--- config.mk ---
export PLATFORM = sky130hd
export DESIGN_NAME = sertx_top
export DESIGN_NICKNAME = d
export VERILOG_FILES = /design/src/rtl/sertx_pkg.sv /design/src/rtl/sertx_fifo.sv /design/src/rtl/sertx_shifter.sv /design/src/rtl/sertx_top.sv
export SDC_FILE = /design/constraint.sdc
export NUM_CORES = 1
export LEC_CHECK = 0
export ABC_CLOCK_PERIOD_IN_PS = 4000
export BUFFER_PORTS_ARGS = -buffer_cell sky130_fd_sc_hd__buf_2
export CAP_MARGIN = 20
export CORE_ASPECT_RATIO = 0.5
export CORE_MARGIN = 5
export CORE_UTILIZATION = 37
export DETAILED_ROUTE_END_ITERATION = 7
export SYNTH_ARGS = -nofsm -noshare
export SYNTH_HDL_FRONTEND = slang
export SYNTH_HIERARCHICAL = 1
export SYNTH_SLANG_ARGS = --single-unit
--- constraint.sdc ---
create_clock -name clk -period 4 [get_ports clk]
set_input_delay 0.2 -clock clk [delete_from_list [all_inputs] [get_ports clk]]
set_output_delay 0.2 -clock clk [all_outputs]
set_load 0.01 [all_outputs]
--- src/rtl/sertx_pkg.sv ---
package sertx_pkg;
   localparam int unsigned CHAR_MIN  = 5;
   localparam int unsigned CHAR_MAX  = 8;
   localparam int unsigned FRAME_MAX = 1 + CHAR_MAX + 1 + 1;

   typedef struct packed {
      logic [1:0] len_sel;
      logic       par_on;
      logic       par_even;
   } line_cfg_t;

   function automatic logic [CHAR_MAX-1:0] len_mask(input logic [1:0] sel);
      case (sel)
         2'd0:    return 8'h1F;
         2'd1:    return 8'h3F;
         2'd2:    return 8'h7F;
         default: return 8'hFF;
      endcase
   endfunction
endpackage

--- src/rtl/sertx_fifo.sv ---
module sertx_fifo #(
   parameter int unsigned WIDTH = 8,
   parameter int unsigned DEPTH = 16
) (
   input  logic             clk,
   input  logic             rst_n,
   input  logic             push,
   input  logic [WIDTH-1:0] push_data,
   input  logic             pop,
   output logic [WIDTH-1:0] pop_data,
   output logic             full,
   output logic             empty
);
   localparam int unsigned AW = $clog2(DEPTH);
   localparam int unsigned CW = AW + 1;

   initial begin
      assert (DEPTH >= 2 && (DEPTH & (DEPTH - 1)) == 0)
         else $error("sertx_fifo: DEPTH must be a power of two, at least 2");
      assert (WIDTH >= 1) else $error("sertx_fifo: WIDTH must be positive");
   end

   logic [WIDTH-1:0] mem [DEPTH];
   logic [AW-1:0]    wr_ptr, rd_ptr;
   logic [CW-1:0]    count_q;
   logic             wr_ok, rd_ok;

   assign full     = (count_q == CW'(DEPTH));
   assign empty    = (count_q == '0);
   assign wr_ok    = push && !full;
   assign rd_ok    = pop && !empty;
   assign pop_data = mem[rd_ptr];

   always_ff @(posedge clk) begin
      if (wr_ok) mem[wr_ptr] <= push_data;
   end

   always_ff @(posedge clk) begin
      if (!rst_n) begin
         wr_ptr  <= '0;
         rd_ptr  <= '0;
         count_q <= '0;
      end else begin
         if (wr_ok) wr_ptr <= wr_ptr + 1'b1;
         if (rd_ok) rd_ptr <= rd_ptr + 1'b1;
         case ({wr_ok, rd_ok})
            2'b10:   count_q <= count_q + 1'b1;
            2'b01:   count_q <= count_q - 1'b1;
            default: count_q <= count_q;
         endcase
      end
   end

   // a write into a full FIFO without a pop changes nothing
   p_no_overflow_r7: assert property (@(posedge clk) disable iff (!rst_n)
      full && push && !pop |=> full && $stable(count_q));
   // occupancy bound
   p_count_bound_r7: assert property (@(posedge clk) disable iff (!rst_n)
      count_q <= CW'(DEPTH));
   // no read from an empty FIFO
   p_no_underflow_r9: assert property (@(posedge clk) disable iff (!rst_n)
      empty && pop && !push |=> empty);
endmodule

--- src/rtl/sertx_shifter.sv ---
module sertx_shifter
   import sertx_pkg::*;
#(
   parameter int unsigned OVERSAMPLE = 16,
   parameter bit          PARITY_EN  = 1'b1
) (
   input  logic                clk,
   input  logic                rst_n,
   input  logic                tick,
   input  logic                tx_en,
   input  line_cfg_t           cfg,
   input  logic                avail,
   input  logic [CHAR_MAX-1:0] data,
   output logic                load,
   output logic                line
);
   localparam int unsigned FW = FRAME_MAX;
   localparam int unsigned LW = $clog2(FW + 1);
   localparam int unsigned TW = (OVERSAMPLE > 1) ? $clog2(OVERSAMPLE) : 1;

   initial begin
      assert (OVERSAMPLE >= 2 && (OVERSAMPLE & (OVERSAMPLE - 1)) == 0)
         else $error("sertx_shifter: OVERSAMPLE must be a power of two, at least 2");
   end

   logic [FW-1:0]       sh_q, frame_c;
   logic [LW-1:0]       left_q, nbits_c;
   logic [TW-1:0]       tcnt_q;
   logic                busy_q, ending, par_use, par_bit;
   logic [CHAR_MAX-1:0] dmask;

   generate
      if (PARITY_EN) begin : g_par
         assign par_use = cfg.par_on;
         assign par_bit = cfg.par_even ? ^(data & dmask) : ~^(data & dmask);
      end else begin : g_nopar
         assign par_use = 1'b0;
         assign par_bit = 1'b1;
      end
   endgenerate

   assign dmask   = len_mask(cfg.len_sel);
   assign nbits_c = LW'(2 + CHAR_MIN + 32'(cfg.len_sel) + 32'(par_use));

   always_comb begin
      logic [FW-1:0] dx;
      int unsigned   n;
      n  = CHAR_MIN + 32'(cfg.len_sel);
      dx = FW'(data);
      for (int k = 0; k < FW; k++) begin
         if (k == 0)                     frame_c[k] = 1'b0;
         else if (k <= n)                frame_c[k] = dx[k-1];
         else if (k == n + 1 && par_use) frame_c[k] = par_bit;
         else                            frame_c[k] = 1'b1;
      end
   end

   assign ending = busy_q && tick && (tcnt_q == TW'(OVERSAMPLE - 1)) && (left_q == LW'(1));
   assign load   = tick && (!busy_q || ending) && avail && tx_en;
   assign line   = sh_q[0];

   always_ff @(posedge clk) begin
      if (!rst_n) begin
         sh_q   <= '1;
         left_q <= '0;
         tcnt_q <= '0;
         busy_q <= 1'b0;
      end else if (load) begin
         sh_q   <= frame_c;
         left_q <= nbits_c;
         tcnt_q <= '0;
         busy_q <= 1'b1;
      end else if (busy_q && tick) begin
         if (tcnt_q == TW'(OVERSAMPLE - 1)) begin
            tcnt_q <= '0;
            sh_q   <= {1'b1, sh_q[FW-1:1]};
            left_q <= left_q - 1'b1;
            if (left_q == LW'(1)) busy_q <= 1'b0;
         end else begin
            tcnt_q <= tcnt_q + 1'b1;
         end
      end
   end

   // idle line is high
   p_idle_high_r3: assert property (@(posedge clk) disable iff (!rst_n)
      !busy_q |-> line);
   // nothing starts while transmit is disabled
   p_hold_disabled_r2: assert property (@(posedge clk) disable iff (!rst_n)
      !busy_q && !tx_en |=> !busy_q);
   // every frame opens with a low start bit
   p_start_low_r4: assert property (@(posedge clk) disable iff (!rst_n)
      load |=> !line);
   // the line moves only after a tick
   p_bit_steady_r6: assert property (@(posedge clk) disable iff (!rst_n)
      !tick |=> $stable(line));
endmodule

--- src/rtl/sertx_top.sv ---
module sertx_top
   import sertx_pkg::*;
#(
   parameter int unsigned DEPTH      = 16,
   parameter int unsigned OVERSAMPLE = 16,
   parameter bit          PARITY_EN  = 1'b1
) (
   input  logic       clk,
   input  logic       rst_n,
   input  logic       baud_tick,
   input  logic       host_wr,
   input  logic [7:0] host_data,
   input  logic [1:0] lc_len,
   input  logic       lc_par_en,
   input  logic       lc_par_even,
   input  logic       mc_tx_en,
   input  logic       mc_loop,
   output logic       txd,
   output logic       thr_space,
   output logic       loop_rxd
);
   logic                fifo_full, fifo_empty, pop;
   logic [CHAR_MAX-1:0] head;
   logic                line;
   line_cfg_t           cfg;

   assign cfg = '{len_sel: lc_len, par_on: lc_par_en, par_even: lc_par_even};

   sertx_fifo #(.WIDTH(CHAR_MAX), .DEPTH(DEPTH)) i_fifo (
      .clk(clk), .rst_n(rst_n),
      .push(host_wr), .push_data(host_data),
      .pop(pop), .pop_data(head),
      .full(fifo_full), .empty(fifo_empty)
   );

   sertx_shifter #(.OVERSAMPLE(OVERSAMPLE), .PARITY_EN(PARITY_EN)) i_shift (
      .clk(clk), .rst_n(rst_n), .tick(baud_tick), .tx_en(mc_tx_en),
      .cfg(cfg), .avail(!fifo_empty), .data(head),
      .load(pop), .line(line)
   );

   assign thr_space = !fifo_full;
   assign txd       = (mc_tx_en && !mc_loop) ? line : 1'b1;
   assign loop_rxd  = mc_loop ? line : 1'b1;

   // the external line is quiet during loopback
   p_loop_quiet_r10: assert property (@(posedge clk) disable iff (!rst_n)
      mc_loop |-> txd);
   // a free slot must exist right after a pop with no write
   p_space_after_pop_r8: assert property (@(posedge clk) disable iff (!rst_n)
      pop && !host_wr |=> thr_space);
endmodule

==> run_results.csv <==
group,metric,value,unit
run_status,status,"completed",
sta,fmax,312,MHz
detailed_routing,final_antenna_net_count,0,
worst_hold_path,hp-class,"in -> reg",
power_and_ir_drop,peakVddDrop,0.287,mV
critical_path,cpMostUsedCell,"inv_1",
yosys,synth_nets,515,
critical_path,crit_type,"reg -> reg",
sta,whs,0.0849,ns
power_and_ir_drop,powerDensity,464,nW/um^2
sta,clock_skew,0.0135,ns
placement,globalplace.congestion,0.782,
critical_path,crit_path_cell_trace,"or4_4, nor2_1, inv_1, nand3_1, nand2b_1, inv_4, o21ai_4, inv_1, ha_1, xor2_1, ha_1, inv_1, a21boi_0, or4_1, a21oi_1",
clock_network,htree_num_levels,4,
sta,hold_viol_final,0,
grt,grt_overflow,0,
clock_network,cts-buffers-inserted,17,
grt,grt_pass1_vias,3997,
grt,grt.total_usage,0.130,
critical_path,cpLargestDelayFamily,"simple AND/OR/NAND/NOR gates",
yosys,ys.flop_type,"edfxtp_1",
grt,antenna_found_initial,0,
detailed_routing,vias_per_cell,5.13,
critical_path,required,4.34,ns
sta,period_share,0.800,
yosys,syn_avg_cell_area,14.8,um^2
sta,period_minus_slack,3.20,ns
yosys,yosysSeqAreaShare,0.641,
critical_path,slowest_delay,0.60,ns
detailed_routing,vias,3992,
critical_path,slowest_stage,"or4_4",
power_and_ir_drop,p_leak,2.69,nW
job,max_cap_violations,0,
placement,dp_hpwl,9270,um
final_layout,seq_area,4590,um^2
yosys,synth-edff-count,128,
clock_network,cts_setup_buffers,0,
floorplanning,ios,21,
final_layout,layout_commonest_cell,"edfxtp_1",
placement,dp_cells,746,
clock_network,clk_pin_slew,0.07,ns
floorplanning,rows,35,
detailed_routing,drc,0,
yosys,yosys.area.top_type,"edfxtp_1",
final_layout,fillers,1680,
floorplanning,die_h,108,um
critical_path,worst-path-buf-inv,4,
critical_path,start_kind,"flop",
sta,setup_ws,0.798,ns
sta,finalSetupViolCount,0,
placement,placed_cell_area,7500,um^2
sta,rsz0062_at_grt,"false",
final_layout,layout_common_cells,"128 x edfxtp_1, 45 x nor2_1, 36 x dfxtp_1",
final_layout,multi_input_area,2330,um^2
placement,pre_cts_ws,0.804,ns
sta,fin_tns_setup,0,ns
clock_network,cts.sinks,165,
critical_path,worst_setup_path_end_kind,"flop",
grt,grt_max_degree,27,
final_layout,syn2layout_area_growth,12.9,%
final_layout,diodes,0,
grt,grt_pass1_wl,21700,um
sta,slew_viol_final,0,
final_layout,layout.cells.non_filler,778,
yosys,synth_seq_cells,165,
detailed_routing,wl_per_cell,17.8,um
final_layout,nets,538,
clock_network,root_buffer,"clkbuf_16",
yosys,synthCells,483,
power_and_ir_drop,total_power,3.75,mW
final_layout,utilization,0.432,
yosys,yosysWarnings,6,
yosys,synth_top_area_share,0.538,
clock_network,cts_max_path_buffers,2,
clock_network,cts_tree,"yes",
detailed_routing,drt_pass1_iterations,6,
critical_path,critPathMaxFanout,20,
yosys,syn_area,7150,um^2
sta,slew_headroom,0.354,
floorplanning,core_region_area,18700,um^2
placement,portBuffers,20,
yosys,synth_area_leaders,"edfxtp_1 54%, dfxtp_1 10%, mux4_2 10%",
floorplanning,die_area,22400,um^2
clock_network,cts_hold_buf,0,
critical_path,arrival,3.54,ns
floorplanning,die_w,207,um
final_layout,layout-drive-gt1-share,0.208,
detailed_routing,drtIter0Drc,364,
final_layout,final_cell_area,8070,um^2
sta,worst_pin_slew,0.965,ns
clock_network,clk_latency,0.42,ns
yosys,synthArstFlopShare,0,
detailed_routing,drt_wl_total,13800,um
floorplanning,initial_core_util,0.382,
clock_network,ctsResizeCount,0,
yosys,netlist-cell-type-count,65,
-- power breakdown --
| group | total [mW] | internal (mW) | switching [mW] |
|---|---|---|---|
| clock | 1.54 | 0.827 | 0.715 |
| combinational | 0.297 | 0.129 | 0.169 |
| sequential | 1.91 | 1.88 | 0.0265 |
-- final timing paths --
kind / start / to / slack, ns / cells after the start
max: i_fifo/count_q[1] / i_fifo/count_q[2] / 0.80 / 15
min reg2reg: i_shift/tcnt_q[1] / i_shift/tcnt_q[1] / 0.49 / 2
min: mc_tx_en / i_shift/busy_q / 0.08 / 3
max reg2reg: i_fifo/count_q[1] / i_fifo/count_q[2] / 0.80 / 15
-- flip-flops by register name, summed over array words and instances (netlist names), named ones only --
register,cells
i_fifo/count_q,5
i_fifo/mem,128
i_fifo/rd_ptr,4
i_shift/left_q,4
i_shift/busy_q,1
i_fifo/wr_ptr,4
i_shift/tcnt_q,4
i_shift/sh_q,11
-- routing by layer --
metal,vias to the layer above,wire length (um),GRT usage
li1,1889,-,-
met1,2014,6680,0.179
met2,85,6390,0.208
met3,4,686,0.0282
met4,0,85,0.0389
met5,-,0,0
-- layout make-up --
| cell class | count | share of cell area |
|---|---|---|
| clock buffers | 18 | 0.0532 |
| well taps | 259 | 0.0402 |
| repair buffers | 32 | 0.0236 |
| flip-flops and latches | 165 | 0.568 |
| inverters | 19 | 0.00915 |
| clock inverters | 14 | 0.0169 |
| multi-input cells | 271 | 0.289 |
-- kinds of logic (layout without fill, tap and decap cells) --
family          count (synthesis)  after routing  synth area share
mux                            44             44             0.118
buf+inv                        47             83            0.0329
fa+ha+maj                      14             14            0.0245
flops                         165            165             0.641
xor+xnor                       16             16            0.0226
simple gates                  125            125            0.0852
compound gates                 72             72            0.0756
-- worst reg2reg max path: stages (launching register included) --
cell	delay (ns)
dfxtp_1	0.38
or4_4	0.60
nor2_1	0.11
inv_1	0.05
nand3_1	0.08
nand2b_1	0.18
inv_4	0.12
o21ai_4	0.11
inv_1	0.07
ha_1	0.28
xor2_1	0.18
ha_1	0.20
inv_1	0.10
a21boi_0	0.11
or4_1	0.42
a21oi_1	0.15
-- cell usage after synthesis (all sizes together) (11+ instances only) --
cell    instances
a21oi          11
a22oi          16
buf            17
clkbuf         11
dfxtp          37
edfxtp        128
ha             14
inv            19
mux4           32
nand2          30
nor2           45
No activity file was read; power rests on OpenSTA's default activity.
